[src/rtl/fbdiv_pkg.sv]
package fbdiv_pkg;
  localparam int unsigned FB_PRE  = 4;    // low prescaler ratio; high ratio is FB_PRE+1
  localparam int unsigned FB_AW   = 2;    // swallow field width
  localparam int unsigned FB_MW   = 7;    // main field width
  localparam int unsigned FB_NMIN = 37;
  localparam int unsigned FB_NMAX = 448;
  localparam int unsigned FB_NW   = $clog2(2 * FB_NMAX + 1);
  localparam int unsigned FB_PW   = $clog2(FB_PRE + 2);

  localparam logic [FB_NW-1:0] FB_LO_N  = FB_NW'(FB_NMIN);
  localparam logic [FB_NW-1:0] FB_HI_N  = FB_NW'(FB_NMAX);
  localparam logic [FB_NW-1:0] FB_PRE_N = FB_NW'(FB_PRE);
  localparam logic [FB_AW:0]   FB_PRE_A = (FB_AW + 1)'(FB_PRE);

  typedef struct packed {
    logic             dbl;
    logic [FB_MW-1:0] m;
    logic [FB_AW-1:0] a;
  } fb_cfg_t;

  // base modulus of a main/swallow pair
  function automatic logic [FB_NW-1:0] fb_modulus(input logic [FB_MW-1:0] m,
                                                  input logic [FB_AW-1:0] a);
    logic [FB_NW-1:0] n;
    n = FB_NW'(m) * FB_PRE_N + FB_NW'(a);
    return n;
  endfunction

  // a setting is usable when the swallow fits the prescaler, does not
  // exceed the main count and the modulus lies in the supported window
  function automatic logic fb_setting_ok(input logic [FB_MW-1:0] m,
                                         input logic [FB_AW-1:0] a);
    logic [FB_NW-1:0] n;
    n = fb_modulus(m, a);
    return ({1'b0, a} < FB_PRE_A) && (FB_MW'(a) <= m) &&
           (n >= FB_LO_N) && (n <= FB_HI_N);
  endfunction
endpackage

[src/rtl/fbdiv_cfg.sv]
module fbdiv_cfg
  import fbdiv_pkg::*;
(
  input  logic             clk,
  input  logic             rst_n,
  input  logic [FB_AW-1:0] a_i,
  input  logic [FB_MW-1:0] m_i,
  input  logic             dbl_i,
  input  logic             accept_i,
  output fb_cfg_t          cfg_o,
  output logic             err_o
);
  localparam fb_cfg_t DEF_CFG = '{dbl: 1'b0,
                                  m:   FB_MW'(FB_NMIN / FB_PRE),
                                  a:   FB_AW'(FB_NMIN % FB_PRE)};

  fb_cfg_t hold_q;
  fb_cfg_t req;
  logic    in_ok;
  logic    take;
  logic    err_q;

  assign req   = '{dbl: dbl_i, m: m_i, a: a_i};
  assign in_ok = fb_setting_ok(m_i, a_i);
  assign take  = accept_i && in_ok;
  // setting in force for the current period
  assign cfg_o = take ? req : hold_q;
  assign err_o = err_q;

  always_ff @(posedge clk or negedge rst_n) begin
    if (!rst_n) begin
      hold_q <= DEF_CFG;
      err_q  <= 1'b0;
    end else begin
      hold_q <= cfg_o;
      err_q  <= !in_ok;
    end
  end
endmodule

[src/rtl/fbdiv_prescaler.sv]
module fbdiv_prescaler
  import fbdiv_pkg::*;
(
  input  logic clk,
  input  logic rst_n,
  input  logic start_i,
  input  logic wide_now_i,
  input  logic wide_next_i,
  output logic tc_o
);
  localparam logic [FB_PW-1:0] LAST_LO = FB_PW'(FB_PRE - 1);
  localparam logic [FB_PW-1:0] LAST_HI = FB_PW'(FB_PRE);
  localparam logic [FB_PW-1:0] ONE     = FB_PW'(1);

  logic [FB_PW-1:0] cnt_q;
  logic [FB_PW-1:0] cur;

  // at a period start the count is seeded in the same cycle
  assign cur  = start_i ? (wide_now_i ? LAST_HI : LAST_LO) : cnt_q;
  assign tc_o = (cur == '0);

  always_ff @(posedge clk or negedge rst_n) begin
    if (!rst_n) begin
      cnt_q <= '0;
    end else if (tc_o) begin
      cnt_q <= wide_next_i ? LAST_HI : LAST_LO;
    end else begin
      cnt_q <= cur - ONE;
    end
  end
endmodule

[src/rtl/fbdiv_counters.sv]
module fbdiv_counters
  import fbdiv_pkg::*;
(
  input  logic             clk,
  input  logic             rst_n,
  input  logic             start_i,
  input  logic             pre_tc_i,
  input  logic [FB_AW-1:0] a_i,
  input  logic [FB_MW-1:0] m_i,
  output logic             wide_now_o,
  output logic             wide_next_o,
  output logic             base_tc_o
);
  localparam logic [FB_AW-1:0] A_ONE = FB_AW'(1);
  localparam logic [FB_MW-1:0] M_ONE = FB_MW'(1);

  logic [FB_AW-1:0] sw_q;
  logic [FB_MW-1:0] mn_q;
  logic [FB_AW-1:0] cur_sw;
  logic [FB_MW-1:0] cur_mn;

  assign cur_sw      = start_i ? a_i : sw_q;
  assign cur_mn      = start_i ? m_i : mn_q;
  assign wide_now_o  = (cur_sw != '0);
  assign wide_next_o = (cur_sw > A_ONE);
  assign base_tc_o   = pre_tc_i && (cur_mn == M_ONE);

  always_ff @(posedge clk or negedge rst_n) begin
    if (!rst_n) begin
      sw_q <= '0;
      mn_q <= '0;
    end else if (pre_tc_i) begin
      sw_q <= wide_now_o ? (cur_sw - A_ONE) : '0;
      mn_q <= cur_mn - M_ONE;
    end else begin
      sw_q <= cur_sw;
      mn_q <= cur_mn;
    end
  end
endmodule

[src/rtl/fbdiv_double.sv]
module fbdiv_double (
  input  logic clk,
  input  logic rst_n,
  input  logic base_tc_i,
  input  logic dbl_i,
  output logic half_o,
  output logic pulse_o
);
  logic tgl_q;
  logic pulse_q;

  assign half_o  = tgl_q;
  assign pulse_o = pulse_q;

  always_ff @(posedge clk or negedge rst_n) begin
    if (!rst_n) begin
      tgl_q   <= 1'b0;
      pulse_q <= 1'b0;
    end else begin
      if (base_tc_i && dbl_i) begin
        tgl_q <= !tgl_q;
      end
      pulse_q <= base_tc_i && (!dbl_i || tgl_q);
    end
  end
endmodule

[src/rtl/fbdiv_top.sv]
module fbdiv_top
  import fbdiv_pkg::*;
(
  input  logic             clk,
  input  logic             rst_n,
  input  logic [FB_AW-1:0] swallow_i,
  input  logic [FB_MW-1:0] main_i,
  input  logic             double_i,
  output logic             fb_pulse_o,
  output logic             fb_half_o,
  output logic             cfg_err_o
);
  logic    start_q;    // first cycle of a base period
  logic    accept;     // first cycle of an output period
  logic    base_tc;    // last cycle of a base period
  logic    pre_tc;     // last cycle of a prescaler cycle
  logic    wide_now;   // current prescaler cycle runs at the high ratio
  logic    wide_next;  // following prescaler cycle runs at the high ratio
  fb_cfg_t cur_cfg;

  assign accept = start_q && !fb_half_o;

  fbdiv_cfg u_cfg (
    .clk      (clk),
    .rst_n    (rst_n),
    .a_i      (swallow_i),
    .m_i      (main_i),
    .dbl_i    (double_i),
    .accept_i (accept),
    .cfg_o    (cur_cfg),
    .err_o    (cfg_err_o)
  );

  fbdiv_prescaler u_pre (
    .clk         (clk),
    .rst_n       (rst_n),
    .start_i     (start_q),
    .wide_now_i  (wide_now),
    .wide_next_i (wide_next),
    .tc_o        (pre_tc)
  );

  fbdiv_counters u_cnt (
    .clk         (clk),
    .rst_n       (rst_n),
    .start_i     (start_q),
    .pre_tc_i    (pre_tc),
    .a_i         (cur_cfg.a),
    .m_i         (cur_cfg.m),
    .wide_now_o  (wide_now),
    .wide_next_o (wide_next),
    .base_tc_o   (base_tc)
  );

  fbdiv_double u_dbl (
    .clk       (clk),
    .rst_n     (rst_n),
    .base_tc_i (base_tc),
    .dbl_i     (cur_cfg.dbl),
    .half_o    (fb_half_o),
    .pulse_o   (fb_pulse_o)
  );

  always_ff @(posedge clk or negedge rst_n) begin
    if (!rst_n) begin
      start_q <= 1'b1;
    end else begin
      start_q <= base_tc;
    end
  end
endmodule

[config.mk]
export PLATFORM = sky130hd
export DESIGN_NAME = fbdiv_top
export DESIGN_NICKNAME = d
export VERILOG_FILES = /design/src/rtl/fbdiv_pkg.sv /design/src/rtl/fbdiv_cfg.sv /design/src/rtl/fbdiv_prescaler.sv /design/src/rtl/fbdiv_counters.sv /design/src/rtl/fbdiv_double.sv /design/src/rtl/fbdiv_top.sv
export SDC_FILE = /design/constraint.sdc
export NUM_CORES = 1
export LEC_CHECK = 0
export ABC_AREA = 1
export BUFFER_PORTS_ARGS = -buffer_cell sky130_fd_sc_hd__buf_4
export CORE_UTILIZATION = 35
export DETAILED_ROUTE_END_ITERATION = 10
export SLEW_MARGIN = 40
export SYNTH_ARGS = -nofsm -noshare
export SYNTH_HDL_FRONTEND = slang
export SYNTH_SLANG_ARGS = --single-unit
[constraint.sdc]
create_clock -name clk -period 2.8 [get_ports clk]
set_clock_uncertainty 0.2 [all_clocks]
set_input_delay 0.42 -clock clk [delete_from_list [all_inputs] [get_ports clk]]
set_output_delay 0.42 -clock clk [all_outputs]
set_load 0.03 [all_outputs]
==> summary.md, run 1 <==
| Metric | Value |
|---|---|
| Critical Path AT | `2530 ps` |
| Synth top area share | `0.3880` |
| ANT cells | `0` |
| Net Count, Synth | `177` |
| Worst VDD drop | `0.1760 mV` |
| Mean Syn Cell Area | `8.813 µm²` |
| RSZ-0062 raised after global routing | `false` |
| Outcome | `finished clean` |
| Vias in the first global route | `1054` |
| Core area | `3771 µm²` |
| Cell Int Power | `0.0005837 W` |
| Worst Hold Depth | `3` |
| Synth cell count leaders | `45 x nand2_1, 22 x dfrtp_1, 13 x inv_1` |
| Most common cell in the netlist | `nand2_1` |
| Slew margin rel. | `0.7765` |
| Max Root-Sink Buffers | `2` |
| Setup Viol. Count Final | `0` |
| #FFs+latches synth | `26` |
| Clock share of power | `0.423` |
| Leak pwr | `0.8179 nW` |
| CTS tree | `done` |
| Crit path required time | `2770 ps` |
| Final GP Congestion | `0.7590` |
| Final Hold Viols | `0` |
| Number of CTS-inserted buffers | `3` |
| Die Wd | `65.67 µm` |
| Synth Cell Area | `1419 µm²` |
| Sequential area share after synthesis | `0.4621` |
| Multi-input gate area in the final layout | `686.9 µm²` |
| Comb power frac | `0.054` |
| Delay-heaviest family, CP | `simple AND/OR/NAND/NOR gates` |
| Net Sw Frac | `0.1896` |
| Post-route DRC | `0` |
| Achievable Freq | `390.1 MHz` |
| Reg-to-reg endpoint | `u_cnt.mn_q[5]` |
| Total global routing overflow | `0` |
| Htree depth | `1` |
| Type of origin of the critical path | `flip-flop` |
| Final ANT Viol Nets | `0` |
| Largest net degree at the start of global routing | `27` |
| Post-synth ARST share | `1.000` |
| Reg2reg setup slack | `240 ps` |
| Hold EP | `u_cfg.hold_q[1]` |
| Period utilization | `0.9154` |
| Synth area leaders | `dfrtp_1 39%, nand2_1 12%, dfstp_2 7.4%` |
| Drt initial violations | `27` |
| Slew @ Worst Pin | `335.3 ps` |
| Psw | `0.0001365 W` |
| Routed wire length per instance | `11.63 µm` |
| Initial antenna violation count | `0` |
| Max-cap violations | `0` |
| Max incr delay on CP | `550 ps` |
| Cell area after layout | `1683 µm²` |
| Filler Cell Count | `361` |
| Placement Cell Area | `1585 µm²` |
| Bufs and invs on worst path | `2` |
| Port Buffer Count | `14` |
| Reg power frac | `0.523` |
| Ports | `15` |
| Clk_lat worst skew | `270 ps` |
| Unique cell type count in the Yosys netlist | `31` |
| Vias | `1068` |
| Post-synth top flop | `dfrtp_1` |
| CTS clk-pin slew, worst paths | `90 ps` |
| Syn-to-layout area delta | `18.61%` |
| Util after Layout | `0.4463` |
| Synthesis warning total | `0` |
| Syn Inst Count | `161` |
| P per Cell Area | `428.0 nW/µm²` |
| DRT Pass-1 Iters | `4` |
| Die area | `4313 µm²` |
| Crit-path slowest cell | `dfstp_2` |
| Starting Density | `0.3762` |
| Worst Hold Class | `primary input to flip-flop` |
| Root buf cell | `clkbuf_8` |
| CP Class | `flip-flop to flip-flop` |
| Area leader, netlist | `dfrtp_1` |
| Critical path cell sequence | `inv_2 > nor2_4 > nand3_4 > inv_1 > nand2_1 > nand3_2 > nor2_1 > a21oi_2 > ha_1 > ha_2 > nand3_2 > nor2_2 > nand2_1 > nand2_1 > nand2_1` |
| Register Area | `655.6 µm²` |
| CP Capture Type | `flip-flop` |
| Share of cells above drive strength 1 | `0.3370` |
| Post-synth EDFFs | `0` |
| DIE HEIGHT | `65.67 µm` |
| Dpl hpwl | `2123 µm` |
| Reg2reg start | `start_q` |
| Vias/cell | `4.664` |
| Nets | `198` |
| Row count | `22` |
| Hold_sp | `swallow_i[1]` |
| First-pass GRT wire length | `4505 µm` |
| Crit-path max FO | `6` |
| Most used cell, CP | `nand2_1` |
| Num Clock Sinks | `26` |
| Post-route minimum period | `2563 ps` |
| GRT Total Usage | `0.1371` |
| Drt total wl | `2664 µm` |
| R2R depth | `15` |
| WHS | `203.3 ps` |
| Final slew viol count | `0` |
[layer usage]
layer  track usage  part of all wire  vias to the layer above
li1              -                 -                      556
met1        0.1750              0.48                      493
met2        0.2360              0.48                       17
met3       0.02083             0.034                        2
met4       0.04076            0.0068                        0
met5             0                 0                        -
[metrics by stage]
step,std cells,power (W),TNS [ps],worst slack [ps]
detailed placement,223,0.0004224,-48.37,-27.40
global placement,223,0.0004213,0,85.09
finish,229,0.0007202,0,236.8
global route,229,0.0007481,0,16.27
CTS,228,0.0007316,0,48.24
floorplan,161,0.0003959,0,109.9
[state kept, by name, indices dropped and copies added, names as in the netlist]
signal         flops
u_dbl.pulse_o      1
u_cfg.err_o        1
start_q            1
u_cfg.hold_q      10
u_cnt.mn_q         7
u_pre.cnt_q        3
u_cnt.sw_q         2
u_dbl.half_o       1
[power by group through the flow]
stage | clock (W) | combinational, W | sequential, W
finish | 0.000304 | 0.0000391 | 0.000377
global route | 0.000329 | 0.0000428 | 0.000377
CTS | 0.000315 | 0.0000397 | 0.000377
detailed placement | 0 | 0.0000386 | 0.000384
global placement | 0 | 0.0000375 | 0.000384
floorplan | 0 | 0.0000101 | 0.000386
[layout by cell type (no fill, tap or decap), types with 3 or more instances in the layout]
cell / count
buf_4: 19
clkbuf_8: 3
dfrtp_1: 22
dfstp_2: 4
ha_1: 3
inv_1: 13
nand2_1: 45
nand2_2: 9
nand3_1: 9
nand3_2: 5
nand4_1: 8
nor2_1: 4
nor2_2: 3
o21ai_1: 3
or2_2: 4
xor2_1: 3
[how the worst max path moves through the flow]
stage / from / end / slack (ps) / cells after the start
floorplan: start_q / u_dbl.half_o / 110 / 18
global placement: swallow_i[0] / u_dbl.half_o / 90 / 17
detailed placement: swallow_i[0] / u_cnt.mn_q[5] / -30 / 17
CTS: start_q / u_cnt.mn_q[5] / 50 / 15
global route: start_q / u_cnt.mn_q[4] / 20 / 13
finish: start_q / u_cnt.mn_q[5] / 240 / 15
[cell families (layout without fill, tap and decap cells)]
group	Yosys count	after routing	synth area share
buffers and inverters	19	39	0.05997
xor gates and xnor gates	3	3	0.01852
adders and majority gates	4	4	0.03527
and+or+nand+nor	95	95	0.3607
DFF	26	26	0.4621
AOI/OAI and AO/OA	13	13	0.05644
muxes	1	1	0.007055
[final cells by class]
type	instances	area share
inverters	15	0.03346
clock buffers	3	0.02454
flip-flops and latches	26	0.3896
repair buffers	20	0.09071
clock inverters	1	0.01784
multi-input cells	116	0.4082
well taps	48	0.03569
[worst min-delay path: stages]
cell and delay [ps]:
buf_4 80, nand2_1 70, nand2_1 60
[what timing repair did]
action | CTS | global route
gates resized for setup | 0 | 3
endpoints found under the hold margin | 22 | 0
endpoints found under the setup margin | 0 | 10
setup buffers | 0 | 1
hold buffers | 1 | 0
Power figures use the tool's default switching activity.
==> inputs of run 2 (changes only) <==
clock period = 3 ns   (was 2.8 ns; I/O delays follow)
==> summary.md, run 2 (synthesized netlist as in run 1, its figures left out) <==
| Metric | Value |
|---|---|
| Share of cells above drive strength 1 | `0.3090 (-0.02803)` |
| Row count | `22 (unchanged)` |
| Drt initial violations | `62 (+130%)` |
| Largest regs | `u_cfg.hold_q x10, u_cnt.mn_q x7, u_pre.cnt_q x3` |
| Worst Hold Class | `primary input to flip-flop` |
| Bufs and invs on worst path | `2 (unchanged)` |
| Initial antenna violation count | `0 (unchanged)` |
| RSZ-0062 raised after global routing | `false` |
| Vias in the first global route | `1086 (+3.0%)` |
| Period utilization | `0.8940 (-0.02145)` |
| Starting Density | `0.3762 (unchanged)` |
| Root buf cell | `clkbuf_8` |
| Reg-to-reg endpoint | `u_cnt.mn_q[5]` |
| Ports | `15 (unchanged)` |
| Die Wd | `65.67 µm (unchanged)` |
| Crit-path max FO | `7 (+1)` |
| Critical path cell sequence | `inv_2 > nor2_4 > nand3_4 > nand2_1 > o21ai_1 > inv_2 > nor2_1 > a21oi_1 > ha_1 > ha_1 > nand3_2 > nor2_2 > nand2_1 > nand2_1 > nand2_1` |
| DIE HEIGHT | `65.67 µm (unchanged)` |
| Leak pwr | `0.7961 nW (-2.7%)` |
| Most frequent cells in the layout | `45 x nand2_1, 22 x dfrtp_1, 17 x buf_4` |
| Die area | `4313 µm² (unchanged)` |
| Delay-heaviest family, CP | `simple AND/OR/NAND/NOR gates` |
| CP Class | `flip-flop to flip-flop` |
| Core area | `3771 µm² (unchanged)` |
| GRT Total Usage | `0.1449 (+0.007721)` |
| Max Root-Sink Buffers | `2 (unchanged)` |
| Htree depth | `1 (unchanged)` |
| Vias/cell | `4.761 (+2.1%)` |
| Most used cell, CP | `nand2_1` |
| Setup TNS | `0 ps (unchanged)` |
| Reg2reg start | `start_q` |
| Max FFs per register | `10 (unchanged)` |
| Worst VDD drop | `0.1358 mV (-23%)` |
| Setup Viol. Count Final | `0 (unchanged)` |
| Commonest non-fill, non-tap cell in the layout | `nand2_1` |
| Crit path required time | `2970 ps (+200 ps)` |
| Type of origin of the critical path | `flip-flop` |
| Post-route DRC | `0 (unchanged)` |
| Largest Register | `u_cfg.hold_q` |
| Post-route minimum period | `2682 ps (+118.7 ps)` |
| Pre-CTS WS | `177.2 ps (+204.6 ps)` |
| Max-cap violations | `0 (unchanged)` |
| Port Buffer Count | `14 (unchanged)` |
| Syn-to-layout area delta | `14.81%` |
| Outcome | `finished clean` |
| Worst Hold Depth | `3 (unchanged)` |
| Total global routing overflow | `0 (unchanged)` |
| Crit-path slowest cell | `dfstp_2` |
| Reg2reg setup slack | `320 ps (+80 ps)` |
| Hold EP | `u_cfg.hold_q[1]` |
| CTS clk-pin slew, worst paths | `90 ps (about the same)` |
| Final GP Congestion | `0.7983 (+5.2%)` |
| CP Capture Type | `flip-flop` |
| Routed wire length per instance | `11.46 µm (-1.5%)` |
| R2R depth | `15 (unchanged)` |
| Dpl hpwl | `2042 µm (-3.8%)` |
| Max incr delay on CP | `550 ps (about the same)` |
| Vias | `1076 (+0.75%)` |
| P per Cell Area | `358.0 nW/µm² (-16%)` |
| DRT Pass-1 Iters | `4 (unchanged)` |
| Final ANT Viol Nets | `0 (unchanged)` |
| Largest net degree at the start of global routing | `27 (unchanged)` |
| Achievable Freq | `372.9 MHz (-4.4%)` |
| Num Clock Sinks | `26 (unchanged)` |
| Fin worst setup slack | `318.1 ps (+81.25 ps)` |
| Number of CTS-inserted buffers | `3 (unchanged)` |
| Nets | `196 (-1.0%)` |
| Clk_lat worst skew | `270 ps (about the same)` |
| ANT cells | `0 (unchanged)` |
| Critical path depth in cells | `15 (unchanged)` |
| Slew @ Worst Pin | `336.5 ps (+1.233 ps)` |
| Hold_sp | `swallow_i[1]` |
| First-pass GRT wire length | `4657 µm (+3.4%)` |
| Post-CTS Resized | `0 (unchanged)` |
| Drt total wl | `2589 µm (-2.8%)` |
| CTS tree | `done` |
| Critical Path AT | `2650 ps (+120 ps)` |
| Final slew viol count | `0 (unchanged)` |
| Final Hold Viols | `0 (unchanged)` |
| Slew margin rel. | `0.7757 (-0.0008220)` |
## run 2: worst max-delay path by stage
stage / from / endpoint
2_1_floorplan: start_q / u_dbl.half_o
3_3_place_gp: swallow_i[0] / u_dbl.half_o
3_5_place_dp: swallow_i[0] / u_cnt.mn_q[5]
4_1_cts: start_q / u_cnt.mn_q[5]
5_1_grt: start_q / u_cnt.mn_q[5]
6_report: start_q / u_cnt.mn_q[5]
## run 2: routing by layer
layer	part of all wire	vias up	global-route usage
met1	0.48	505	0.1783
li1	-	548	-
met2	0.46	18	0.2462
met5	0	-	0
met3	0.041	5	0.02257
met4	0.019	0	0.06522
## run 2: per-stage QoR
stage                       util  instance area [µm²]  std cells  hold slack [ps]  total power, W
after floorplan                -                 1419        161           -45.59       0.0003695
after global placement    0.4184                 1578        222            176.2       0.0003924
after detailed placement  0.4184                 1578        222            183.8       0.0003937
after CTS                 0.4320                 1629        226            219.2       0.0005955
after global routing      0.4320                 1629        226            249.2       0.0006124
final                     0.4320                 1629        226            228.8       0.0005831
## run 2: what timing repair did
action,4_1_cts,5_1_grt
hold buffers,1,0
endpoints found under the hold margin,22,0
buffers inserted,0,0
## run 2: where the power goes
group / switching (W) / total, W / internal [W]
sequential: 0.000000181 / 0.000351 / 0.000351
combinational: 0.0000209 / 0.0000355 / 0.0000146
clock: 0.000106 / 0.000196 / 0.0000901
## run 2: cell type report
cell class | instances | area, µm²
fill | 385 | 2142
multi-input combinational | 116 | 678.2
sequential | 26 | 655.6
timing repair buffer | 18 | 137.6
tap | 48 | 60.06
inverter | 15 | 56.30
clock buffer | 3 | 41.29
## run 2: worst min-delay path: cells and delay by family
| kind | cells | cell delay, ps |
|---|---|---|
| buffers and inverters | 1 | 90 |
| AND/OR/NAND/NOR | 2 | 130 |
